File: src/rtl/bsc_pkg.sv
package bsc_pkg;
  localparam int CODE_W = 4;
  localparam int TYPE_W = 3;

  localparam logic [CODE_W-1:0] C_NULL    = 4'b0000;
  localparam logic [CODE_W-1:0] C_NORM_UP = 4'b0001;
  localparam logic [CODE_W-1:0] C_BACK_UP = 4'b0100;
  localparam logic [CODE_W-1:0] C_QUAD    = 4'b0101;
  localparam logic [CODE_W-1:0] C_SWAP    = 4'b1010;
  localparam logic [CODE_W-1:0] C_NDOWN   = 4'b1100;
  localparam logic [CODE_W-1:0] C_BDOWN   = 4'b0011;

  // event kind; the value doubles as the report type
  typedef enum logic [TYPE_W-1:0] {
    OP_NONE   = 3'd0,
    OP_ATTACH = 3'd1,
    OP_DETACH = 3'd2,
    OP_XCHG   = 3'd3,
    OP_FAULT  = 3'd4
  } bsc_op_e;

  typedef struct packed {
    logic              chg;
    logic [CODE_W-1:0] code;
  } bsc_step_t;

  function automatic logic code_legal(input logic [CODE_W-1:0] c);
    return (c == C_NULL) || (c == C_NORM_UP) || (c == C_BACK_UP) ||
           (c == C_QUAD) || (c == C_SWAP) || (c == C_NDOWN) || (c == C_BDOWN);
  endfunction

  function automatic logic on_backup(input logic [CODE_W-1:0] c);
    return (c == C_BACK_UP) || (c == C_SWAP) || (c == C_NDOWN);
  endfunction

  function automatic logic mem_allowed(input logic [CODE_W-1:0] c);
    return c != C_NULL;
  endfunction

  function automatic logic [CODE_W-1:0] init_code(input logic strap);
    return {1'b0, strap, 1'b0, strap};
  endfunction

  function automatic bsc_step_t bsc_next(input logic [CODE_W-1:0] c,
                                         input bsc_op_e op,
                                         input logic bk,
                                         input logic rdis);
    bsc_step_t r;
    r.code = c;
    case (op)
      OP_XCHG: begin
        if (c == C_QUAD)      r.code = C_SWAP;
        else if (c == C_SWAP) r.code = C_QUAD;
      end
      OP_ATTACH: begin
        if (c == C_NDOWN) r.code = C_QUAD;
      end
      OP_DETACH: begin
        if (c == C_QUAD)       r.code = C_NDOWN;
        else if (c == C_BDOWN) r.code = C_NULL;
      end
      OP_FAULT: begin
        if (!rdis) begin
          if (!bk) begin
            if (c == C_QUAD)       r.code = C_NDOWN;
            else if (c == C_BDOWN) r.code = C_NULL;
          end else begin
            if (c == C_QUAD)       r.code = C_BDOWN;
            else if (c == C_NDOWN) r.code = C_NULL;
          end
        end
      end
      default: r.code = c;
    endcase
    r.chg = (r.code != c);
    return r;
  endfunction
endpackage

File: src/rtl/bsc_arbiter.sv
module bsc_arbiter
  import bsc_pkg::*;
(
  input  logic    cmd_attach,
  input  logic    cmd_detach,
  input  logic    cmd_interchange,
  input  logic    perm_bus_err,
  output bsc_op_e req_op
);
  always_comb begin
    if (perm_bus_err)         req_op = OP_FAULT;
    else if (cmd_interchange) req_op = OP_XCHG;
    else if (cmd_detach)      req_op = OP_DETACH;
    else if (cmd_attach)      req_op = OP_ATTACH;
    else                      req_op = OP_NONE;
  end
endmodule

File: src/rtl/bsc_transition.sv
module bsc_transition
  import bsc_pkg::*;
(
  input  logic [CODE_W-1:0] cur_code,
  input  bsc_op_e           op,
  input  logic              bk,
  input  logic              rdis,
  output bsc_step_t         step
);
  always_comb step = bsc_next(cur_code, op, bk, rdis);
endmodule

File: src/rtl/bsc_sequencer.sv
module bsc_sequencer
  import bsc_pkg::*;
(
  input  logic              clk,
  input  logic              rst_n,
  input  logic              init_strobe,
  input  logic [CODE_W-1:0] init_val,
  input  bsc_op_e           req_op,
  input  logic              req_bk,
  input  logic              req_rdis,
  input  bsc_step_t         step,
  output logic [CODE_W-1:0] cur_code,
  output bsc_op_e           s1_op,
  output logic              s1_bk,
  output logic              s1_rdis,
  output logic              ack,
  output logic              rep_v,
  output bsc_op_e           rep_t,
  output logic              ev_accept,
  output logic              ev_apply
);
  logic    s1_vld;
  logic    s2_vld;
  logic    s2_chg;
  bsc_op_e s2_op;

  assign ev_accept = !s1_vld && !s2_vld && (req_op != OP_NONE) && !init_strobe;
  assign ev_apply  = s1_vld && step.chg && !init_strobe;

  always_ff @(posedge clk or negedge rst_n) begin
    if (!rst_n) begin
      cur_code <= C_NULL;
      s1_vld   <= 1'b0;
      s1_op    <= OP_NONE;
      s1_bk    <= 1'b0;
      s1_rdis  <= 1'b0;
      s2_vld   <= 1'b0;
      s2_chg   <= 1'b0;
      s2_op    <= OP_NONE;
      ack      <= 1'b0;
      rep_v    <= 1'b0;
      rep_t    <= OP_NONE;
    end else if (init_strobe) begin
      cur_code <= init_val;
      s1_vld   <= 1'b0;
      s2_vld   <= 1'b0;
      ack      <= 1'b0;
      rep_v    <= 1'b0;
      rep_t    <= OP_NONE;
    end else begin
      ack    <= ev_accept && (req_op != OP_FAULT);
      s1_vld <= ev_accept;
      if (ev_accept) begin
        s1_op   <= req_op;
        s1_bk   <= req_bk;
        s1_rdis <= req_rdis;
      end
      s2_vld <= s1_vld;
      if (s1_vld) begin
        s2_chg <= step.chg;
        s2_op  <= s1_op;
        if (step.chg) cur_code <= step.code;
      end
      rep_v <= s2_vld && s2_chg;
      rep_t <= (s2_vld && s2_chg) ? s2_op : OP_NONE;
    end
  end
endmodule

File: src/rtl/bsc_decode.sv
module bsc_decode
  import bsc_pkg::*;
(
  input  logic [CODE_W-1:0] cur_code,
  output logic              use_backup,
  output logic              mem_enable
);
  assign use_backup = on_backup(cur_code);
  assign mem_enable = mem_allowed(cur_code);
endmodule

File: src/rtl/bus_state_ctrl.sv
module bus_state_ctrl
  import bsc_pkg::*;
(
  input  logic              clk,
  input  logic              rst_n,
  input  logic              init_strobe,
  input  logic              redundant_strap,
  input  logic              cmd_attach,
  input  logic              cmd_detach,
  input  logic              cmd_interchange,
  input  logic              perm_bus_err,
  input  logic              err_on_backup,
  input  logic              recovery_dis,
  output logic [CODE_W-1:0] state_code,
  output logic              use_backup,
  output logic              mem_enable,
  output logic              cmd_ack,
  output logic              report_valid,
  output logic [TYPE_W-1:0] report_type
);
  bsc_op_e           req_op;
  bsc_op_e           s1_op;
  bsc_op_e           rep_t;
  logic              s1_bk;
  logic              s1_rdis;
  bsc_step_t         step;
  logic              ev_accept;
  logic              ev_apply;
  logic [CODE_W-1:0] init_val;

  assign init_val = init_code(redundant_strap);

  bsc_arbiter u_arb (
    .cmd_attach      (cmd_attach),
    .cmd_detach      (cmd_detach),
    .cmd_interchange (cmd_interchange),
    .perm_bus_err    (perm_bus_err),
    .req_op          (req_op)
  );

  bsc_transition u_trn (
    .cur_code (state_code),
    .op       (s1_op),
    .bk       (s1_bk),
    .rdis     (s1_rdis),
    .step     (step)
  );

  bsc_sequencer u_seq (
    .clk         (clk),
    .rst_n       (rst_n),
    .init_strobe (init_strobe),
    .init_val    (init_val),
    .req_op      (req_op),
    .req_bk      (err_on_backup),
    .req_rdis    (recovery_dis),
    .step        (step),
    .cur_code    (state_code),
    .s1_op       (s1_op),
    .s1_bk       (s1_bk),
    .s1_rdis     (s1_rdis),
    .ack         (cmd_ack),
    .rep_v       (report_valid),
    .rep_t       (rep_t),
    .ev_accept   (ev_accept),
    .ev_apply    (ev_apply)
  );

  assign report_type = rep_t;

  bsc_decode u_dec (
    .cur_code   (state_code),
    .use_backup (use_backup),
    .mem_enable (mem_enable)
  );
endmodule

File: config.mk
export PLATFORM = sky130hd
export DESIGN_NAME = bus_state_ctrl
export DESIGN_NICKNAME = d
export VERILOG_FILES = /design/src/rtl/bsc_pkg.sv /design/src/rtl/bsc_arbiter.sv /design/src/rtl/bsc_transition.sv /design/src/rtl/bsc_sequencer.sv /design/src/rtl/bsc_decode.sv /design/src/rtl/bus_state_ctrl.sv
export SDC_FILE = /design/constraint.sdc
export NUM_CORES = 1
export LEC_CHECK = 0
export BUFFER_PORTS_ARGS = -buffer_cell sky130_fd_sc_hd__buf_4
export CELL_PAD_IN_SITES_DETAIL_PLACEMENT = 1
export CELL_PAD_IN_SITES_GLOBAL_PLACEMENT = 2
export CORE_MARGIN = 2
export CORE_UTILIZATION = 36
export DETAILED_ROUTE_END_ITERATION = 7
export MAX_ROUTING_LAYER = met4
export PLACE_DENSITY_LB_ADDON = 0.1
export SLEW_MARGIN = 20
export SYNTH_ARGS = -nofsm -noshare
export SYNTH_HDL_FRONTEND = slang
export SYNTH_SLANG_ARGS = --single-unit
File: constraint.sdc
create_clock -name clk -period 3.85 [get_ports clk]
set_clock_uncertainty 0.15 [all_clocks]
set_input_delay 0.5775 -clock clk [delete_from_list [all_inputs] [get_ports clk]]
set_output_delay 0.5775 -clock clk [all_outputs]
set_load 0.02 [all_outputs]
---- Yosys cells after proc, flatten, opt, wreduce, memory -nomap -nowiden ----
Index checks and enable logic that the tools add are counted.
storage, ports and cells
  register bits ........................... 20
  bits in latches ......................... 0
  bits in writable memories ............... 0
  bits in read-only memories .............. 0
  input bits .............................. 10
  output and inout bits ................... 11
  word-level logic and storage cells ...... 63
  memories kept ........................... 0
operators by class
  $add $sub $neg .......................... 0
  $mul .................................... 0
  div/mod/pow operators ................... 0
  $lt $le $gt $ge ......................... 0
  eq/ne operators ......................... 11
  shift operators ......................... 0
  muxes and demuxes ....................... 23
  bitwise logic cells ..................... 1
  reduce and logical (&&, ||, !) cells .... 17
operator list
  cell                                            count
  two-way mux 4 bit                               12
  case mux 4 bit (4 select lines)                 1
  two-way mux 3 bit                               5
  == test 4 x 3 -> 1 bit (second input constant)  2
  == test 4 bit (second input constant)           2
  == test 3 x 2 -> 1 bit (second input constant)  2
  AND reduction 2 bit                             3
  logical AND 1 bit                               5
  two-way mux 1 bit                               5
  == test 4 x 2 -> 1 bit (second input constant)  1
  != test 4 bit                                   1
  nonzero test 2 bit                              2
  nonzero test 4 bit                              1
  == test 3 x 1 -> 1 bit (second input constant)  1
  == test 3 bit (second input constant)           1
  logical NOT 1 bit                               3
  != test 3 bit (second input constant)           1
  nonzero test 3 bit                              1
  logical OR 1 bit                                2
  inverter 1 bit                                  1

---- Longest topological paths before layout ----
Gate-level depths: netlist (run 1).
  word-level depth ........................ 10
  mapped depth ............................ 4
  mapped depth without buffers ............ 4

---- Modules after synthesis ----
Synthesis (run 1) repeated with hierarchy kept, for this count alone.
second synthesis, totals
  cell total of the unflattened synthesis .. 126
  area, all modules ....................... 1257.5 um^2
modules (own cells, without submodules)
  module          instances  cells an instance  area an instance (um^2)  sequential area each (um^2)
  bsc_sequencer   1          57                 779.5                    500.5
  bsc_transition  1          58                 414.1                    0.0
  bsc_arbiter     1          6                  33.8                     0.0
  bsc_decode      1          4                  26.3                     0.0
  bus_state_ctrl  1          1                  3.8                      0.0

---- Worst setup path before layout (run 1) ----
Ideal clock, no wire load.
  kind .................................... flip-flop to output port
  start ................................... reg u_seq.cur_code[2]
  end ..................................... out mem_enable
  data arrival time ....................... 1.246 ns
  required time ........................... 3.122 ns
  setup slack ............................. 1.877 ns
  cell stages (with the launch flop) ...... 2
  path buffers ............................ 0
  cells stage by stage .................... dfrtp_1 > or4_2
on the way
  cells in the longest elaborated chain, start to end .. 1
RTL lines
  item                    RTL line              RTL
  from (decl)             bsc_sequencer.sv:12   output logic [CODE_W-1:0] cur_code,
  from (signal assigned)  bsc_sequencer.sv:44   cur_code <= init_val;
  from (signal assigned)  bsc_sequencer.sv:62   if (step.chg) cur_code <= step.code;
  nonzero test 4 bit      bsc_pkg.sv:37         return c != C_NULL;
  to (decl)               bus_state_ctrl.sv:16  output logic mem_enable,
No other way between the ends.

---- Final worst setup path (run 1) ----
Same ends and word-level chain as after synthesis.

==> metrics.md, run 1 <==
| Metric | Value |
|---|---|
| Dpl ws | `1.83 ns` |
| Syn_area_per_cell | `11.4 um^2` |
| Via density per instance | `5.33` |
| Initial Util | `37.3%` |
| Synth Cell Area | `1000 um^2` |
| CTS tree | `yes` |
| Hold Path Class | `in -> reg` |
| Commonest cells after routing, fill and taps aside | `buf_4 (20), dfrtp_1 (20), inv_1 (5), nor2b_1 (5)` |
| Syn-to-layout area delta | `23.9%` |
| Share of the yosys chip area belonging to registers | `50.0%` |
| DRT Pass-1 Iters | `4` |
| #FFs+latches synth | `20` |
| Clock slew at reported path FFs | `0.12 ns` |
| CP Buf/Inv Count | `1` |
| Std cell rows | `19` |
| DR DRC count | `0` |
| Syn nets | `98` |
| Crit-path max FO | `8` |
| Crit share post-route | `61.2%` |
| Crit path capture type | `output pin` |
| Largest net degree at the start of global routing | `21` |
| First-pass GRT wire length | `4.01 mm` |
| Post-Synthesis Cells | `88` |
| Slew HR | `62.7%` |
| Slowest cell delay on critical path | `0.68 ns` |
| Cells after DPL | `137` |
| Synth top area cells | `dfrtp_1 (50%), mux2_1 (3.4%), mux2_2 (3.4%)` |
| DR WL/cell | `16.3 um` |
| Min Tclk post-route | `2.35 ns` |
| Layout cell share with drive strength beyond 1 | `31.5%` |
| CP top delay family | `simple AND/OR/NAND/NOR gates` |
| Main synth FF type | `dfrtp_1` |
| Max-Cap Viols | `0` |
| Worst ir drop on vdd | `0.000280 V` |
| Io pins | `21` |
| Endpoints failing setup | `0` |
| Crit-path slowest cell | `or4_2` |
| Antenna violations before repair | `0` |
| Gp weighted congestion | `0.784` |
| GRT Total Usage | `16.6%` |
| Post-cts gate resize count | `0` |
| NetSw | `0.157 mW` |
| Top cell type's share of synthesized area | `50.0%` |
| Critical path type | `reg -> out` |
| Final core utilization | `46.2%` |
| N_diodes | `0` |
| PnR worst setup slack | `1.50 ns` |
| Drt initial violations | `20` |
| Pwr/cell area | `454 nW/um^2` |
| Status | `finished, final reports clean` |
| Internal Power | `0.405 mW` |
| Num Clock Sinks | `20` |
| Via count | `757` |
| Maximum clock frequency | `0.425 GHz` |
| Vias in the first global route | `813` |
| TritonCTS Buffers | `3` |
| Die Ht | `56.7 um` |
| Post-layout net count | `122` |
| CP Data Arrival Time | `1.63 ns` |
| RSZ-0062 raised after global routing | `no` |
| Leakage | `0.557 nW` |
| Sw frac | `27.9%` |
| Core Area | `2690 um^2` |
| Post-synthesis async set-or-reset flop share | `100%` |
| Yosys cell types | `41` |
| Port bufs | `20` |
| Startpoint Class | `register` |
| CTS H-tree depth | `1` |
| Post-synth EDFFs | `0` |
| Die area | `3220 um^2` |
| Actual slew at the worst max-slew pin | `0.558 ns` |
| Fin Setup TNS | `0 ns` |
| Die X | `56.7 um` |
| Flop pwr share | `49.1%` |
| Gr ovfl total | `0` |
| Comb pwr share | `20.6%` |
| Clk_lat worst skew | `0.30 ns` |
| Layout Cells excl Fill | `142` |
| Worst path cell trace | `or4_2, buf_4` |
| Cell taking the most area after synthesis | `dfrtp_1` |
| Final instance area | `1240 um^2` |
| Antenna-violating nets left | `0` |
| Clock share of power | `30.3%` |
| Hold Violations, Final | `0` |
| Count of pins over their slew limit | `0` |
| DP Area | `1180 um^2` |
| Clock Tree Buf Depth | `2` |
| YS warnings | `0` |
| Critical Path RT | `3.12 ns` |
| Overall routed net length | `2.32 mm` |
| Post-DP HPWL | `1.74 mm` |
| CTS root buffer | `clkbuf_4` |
-- repair_timing --
| item | in CTS | in global routing |
|---|---|---|
| buffers inserted | 0 | 0 |
| endpoints found under the hold margin | 20 | 0 |
| hold buffers | 1 | 0 |
-- Yosys cell counts, drive strengths merged (2+ instances only) --
library cell	number
or2b	2
a221oi	2
dfrtp	20
buf	2
o21ai	5
inv	5
nor3	2
nor2	4
mux2	6
and3	3
a21oi	4
or3b	2
nand3	2
nor2b	5
a311oi	2
and2	3
-- worst paths after layout --
check	from	to	slack, ns	cells past startpoint
min in group asynchronous	rst_n	u_seq.cur_code[1]	0.52	2
worst min-delay path	perm_bus_err	u_seq.ack	0.32	2
max in group asynchronous	rst_n	u_seq.s2_op[1]	2.81	2
worst max register to register	u_seq.s1_op[1]	u_seq.cur_code[3]	2.01	4
worst max-delay path	u_seq.cur_code[2]	mem_enable	1.50	2
worst min register to register	u_seq.s2_op[2]	u_seq.rep_t[2]	0.35	1
-- stage by stage --
stage	hold WS, ns	power (mW)
after floorplan	0.132	0.347
after global placement	0.316	0.394
after detailed placement	0.319	0.396
after CTS	0.321	0.567
after global routing	0.319	0.597
final	0.323	0.562
-- state kept, by name, indices dropped and copies added, names as in the netlist --
name            cells
u_seq.rep_v         1
u_seq.s2_vld        1
u_seq.s1_bk         1
u_seq.s1_vld        1
u_seq.cur_code      4
u_seq.rep_t         3
u_seq.s2_chg        1
u_seq.ack           1
u_seq.s1_rdis       1
u_seq.s2_op         3
u_seq.s1_op         3
-- power groups by stage --
stage               Sequential, mW  Combinational [mW]  Clock (mW)
global route                 0.282               0.128       0.186
CTS                          0.276               0.117       0.174
floorplan                    0.274              0.0734           0
detailed placement           0.280               0.116           0
finish                       0.276               0.116       0.170
global placement             0.280               0.115           0
-- cell families after synthesis --
family / count (synthesis) / synth area share (%)
compound gates: 23 / 17.9
buf+inv: 7 / 3.13
flops: 20 / 50.0
mux: 6 / 6.75
simple gates: 32 / 22.3
-- per-layer routing --
metal / routed length, um / track usage (%) / vias to the layer above / part of all wire [%]
met4: 18 / 4.98 / 0 / 0.78
li1: - / - / 372 / -
met3: 108 / 3.00 / 2 / 4.7
met5: 0 / - / - / 0
met2: 1100 / 26.2 / 19 / 48
met1: 1090 / 21.8 / 364 / 47
-- final cells by class --
class / instances / area [um^2]
Clock inverter: 1 / 30.0
Inverter: 5 / 18.8
Fill cell: 322 / 1450
Clock buffer: 3 / 22.5
Multi-Input combinational cell: 61 / 469
Sequential cell: 20 / 500
Timing Repair Buffer: 21 / 160
Tap cell: 31 / 38.8
No activity file was read; power rests on OpenSTA's default activity.
==> inputs of run 2 (changes only) <==
--- a/config.mk
+++ b/config.mk
@@ -9,7 +9,7 @@
 export CELL_PAD_IN_SITES_DETAIL_PLACEMENT = 1
 export CELL_PAD_IN_SITES_GLOBAL_PLACEMENT = 2
 export CORE_MARGIN = 2
-export CORE_UTILIZATION = 36
+export CORE_UTILIZATION = 34
 export DETAILED_ROUTE_END_ITERATION = 7
 export MAX_ROUTING_LAYER = met4
 export PLACE_DENSITY_LB_ADDON = 0.1
==> constraint.sdc (replaced) <==
create_clock -name clk -period 2.3 [get_ports clk]
set_clock_uncertainty 0.15 [all_clocks]
set_input_delay 0.345 -clock clk [delete_from_list [all_inputs] [get_ports clk]]
set_output_delay 0.345 -clock clk [all_outputs]
set_load 0.02 [all_outputs]
==> run 2 against run 1 <==
Effect of this change: die area up 5.5%; global-route usage fell by 0.28 points; combinational power grew 67%; clock power increased by 70%; critical path type unchanged; cell area grew 0.61%; sequential cell count unchanged; routed wire length is 3.2% higher; final cell count rose by 0.70%.
==> metrics.md, run 2 (same netlist as run 1, synthesis figures left out) <==
| Metric | Value |
|---|---|
| DR DRC count | `0 (unchanged)` |
| Core Area | `2780 um^2 (+3.5%)` |
| Crit share post-route | `92.4%` |
| Port bufs | `20 (unchanged)` |
| Overall routed net length | `2.39 mm (+3.2%)` |
| Clk_lat worst skew | `0.30 ns (about the same)` |
| Hold Violations, Final | `0 (unchanged)` |
| Via density per instance | `5.53 (+3.8%)` |
| Critical path type | `reg -> out` |
| GRT Total Usage | `16.3% (-0.28 points)` |
| Gp weighted congestion | `0.782 (-0.28%)` |
| Status | `finished, final reports clean` |
| Pwr Total | `0.947 mW (+68%)` |
| Critical Path RT | `1.80 ns (-1.32 ns)` |
| RSZ-0062 raised after global routing | `no` |
| Final instance area | `1250 um^2 (+0.61%)` |
| Grt met2 use | `26.2% (-0.082 points)` |
| Slew HR | `67.7% (+5.0 points)` |
| Crit-path max FO | `8 (unchanged)` |
| Post-layout net count | `123 (+0.82%)` |
| Post-DP HPWL | `1.81 mm (+3.5%)` |
| Antenna violations before repair | `0 (unchanged)` |
| Actual slew at the worst max-slew pin | `0.480 ns (-0.0777 ns)` |
| Post-cts gate resize count | `0 (unchanged)` |
| Via count | `791 (+4.5%)` |
| Die area | `3390 um^2 (+5.5%)` |
| Leakage | `0.562 nW (+0.95%)` |
| Maximum clock frequency | `0.471 GHz` |
| Number of fill cells in the layout | `299 (-7.1%)` |
| Syn-to-layout area delta | `24.6%` |
| Commonest cells after routing, fill and taps aside | `buf_4 (21), dfrtp_1 (20), inv_1 (5), nor2b_1 (5)` |
| Antenna-violating nets left | `0 (unchanged)` |
| Gr ovfl total | `0 (unchanged)` |
| CTS root buffer | `clkbuf_4` |
| Die X | `58.3 um (+2.7%)` |
| DR WL/cell | `16.7 um (+2.5%)` |
| Endpoints failing setup | `0 (unchanged)` |
| DP Area | `1180 um^2 (+0.64%)` |
| Hold Path Class | `in -> reg` |
| Std cell rows | `19 (unchanged)` |
| Initial Util | `36.0% (-1.3 points)` |
| DRT Pass-1 Iters | `4 (unchanged)` |
| Num Clock Sinks | `20 (unchanged)` |
| Die Ht | `58.3 um (+2.7%)` |
| Largest Register | `u_seq.cur_code` |
| Layout Cells excl Fill | `143 (+0.70%)` |
| Pwr/cell area | `759 nW/um^2 (+67%)` |
| GR peak layer | `met2` |
| Post-CTS setup buffer count | `0 (unchanged)` |
| Startpoint Class | `register` |
| Clock slew at reported path FFs | `0.12 ns (about the same)` |
| Layout cell share with drive strength beyond 1 | `32.1% (+0.61 points)` |
| CP Data Arrival Time | `1.63 ns (about the same)` |
| Met1 Resource Use GR | `20.9% (-0.84 points)` |
| Crit path capture type | `output pin` |
| Vias in the first global route | `854 (+5.0%)` |
| Cells after DPL | `138 (+0.73%)` |
| CTS tree | `yes` |
| Largest net degree at the start of global routing | `21 (unchanged)` |
| Min Tclk post-route | `2.12 ns` |
| First-pass GRT wire length | `4.04 mm (+0.87%)` |
| TritonCTS Buffers | `3 (unchanged)` |
| Fin Setup TNS | `0 ns (unchanged)` |
| Worst ir drop on vdd | `0.000462 V (+65%)` |
| CTS H-tree depth | `1 (unchanged)` |
| Clock Tree Buf Depth | `2 (unchanged)` |
| N_diodes | `0 (unchanged)` |
| Commonest non-fill, non-tap cell in the layout | `buf_4` |
| Count of pins over their slew limit | `0 (unchanged)` |
| Largest register FFs | `4 (unchanged)` |
| Max-Cap Viols | `0 (unchanged)` |
| Drt initial violations | `39 (+95%)` |
| CTS hold repair buffers | `1 (unchanged)` |
| Met3 Use GR | `2.01% (-0.99 points)` |
| Io pins | `21 (unchanged)` |
## run 2: cell count changes in the layout (fill, tap and decap cells not counted)
cell,before,now
buf_4,20,21
## run 2: area by class of cell
cell class                      count  area, um^2  area share (%)
Sequential cell                    20         500            40.1
Clock inverter                      1        30.0            2.41
Inverter                            5        18.8            1.50
Multi-Input combinational cell     61         469            37.6
Tap cell                           31        38.8            3.11
Clock buffer                        3        22.5            1.81
Timing Repair Buffer               22         168            13.4
## run 2: through the flow
stage	utilization (%)	hold WS (ns)	worst slack (ns)
2_1_floorplan	-	-0.101	0.559
3_5_place_dp	42.6	0.0888	0.487
5_1_grt	44.8	0.0868	0.128
3_3_place_gp	42.6	0.0893	0.503
4_1_cts	44.8	0.0915	0.167
6_report	44.8	0.0973	0.176
## run 2: worst paths after layout
path                                           to  depth (start not counted)               from  slack [ns]
min in group asynchronous               u_seq.ack                          2              rst_n        0.29
worst max-delay path                   mem_enable                          2  u_seq.cur_code[2]        0.18
worst max register to register  u_seq.cur_code[3]                          4  u_seq.cur_code[1]        0.51
worst min register to register     u_seq.rep_t[0]                          1     u_seq.s2_op[0]        0.35
worst min-delay path                    u_seq.ack                          2       perm_bus_err         0.1
max in group asynchronous       u_seq.cur_code[0]                          2              rst_n        1.50
## run 2: critical path, cell delays in order, from the launching register on
cell and delay [ns]:
dfrtp_1 0.48, or4_2 0.68, buf_4 0.18
## run 2: power by group
group | switching [mW] | internal, mW | leakage (nW) | total (mW)
Combinational | 0.0949 | 0.0991 | 0.281 | 0.194
Clock | 0.113 | 0.176 | 0.0279 | 0.289
Sequential | 0.0598 | 0.405 | 0.253 | 0.464
Total | 0.267 | 0.680 | 0.562 | 0.947
## run 2: layer usage
layer	share of wire (%)	wire length [um]	up-vias
met5	0	0	-
met4	0.75	18	0
met3	3.3	79	2
met2	52	1250	18
met1	44	1050	395
li1	-	-	376
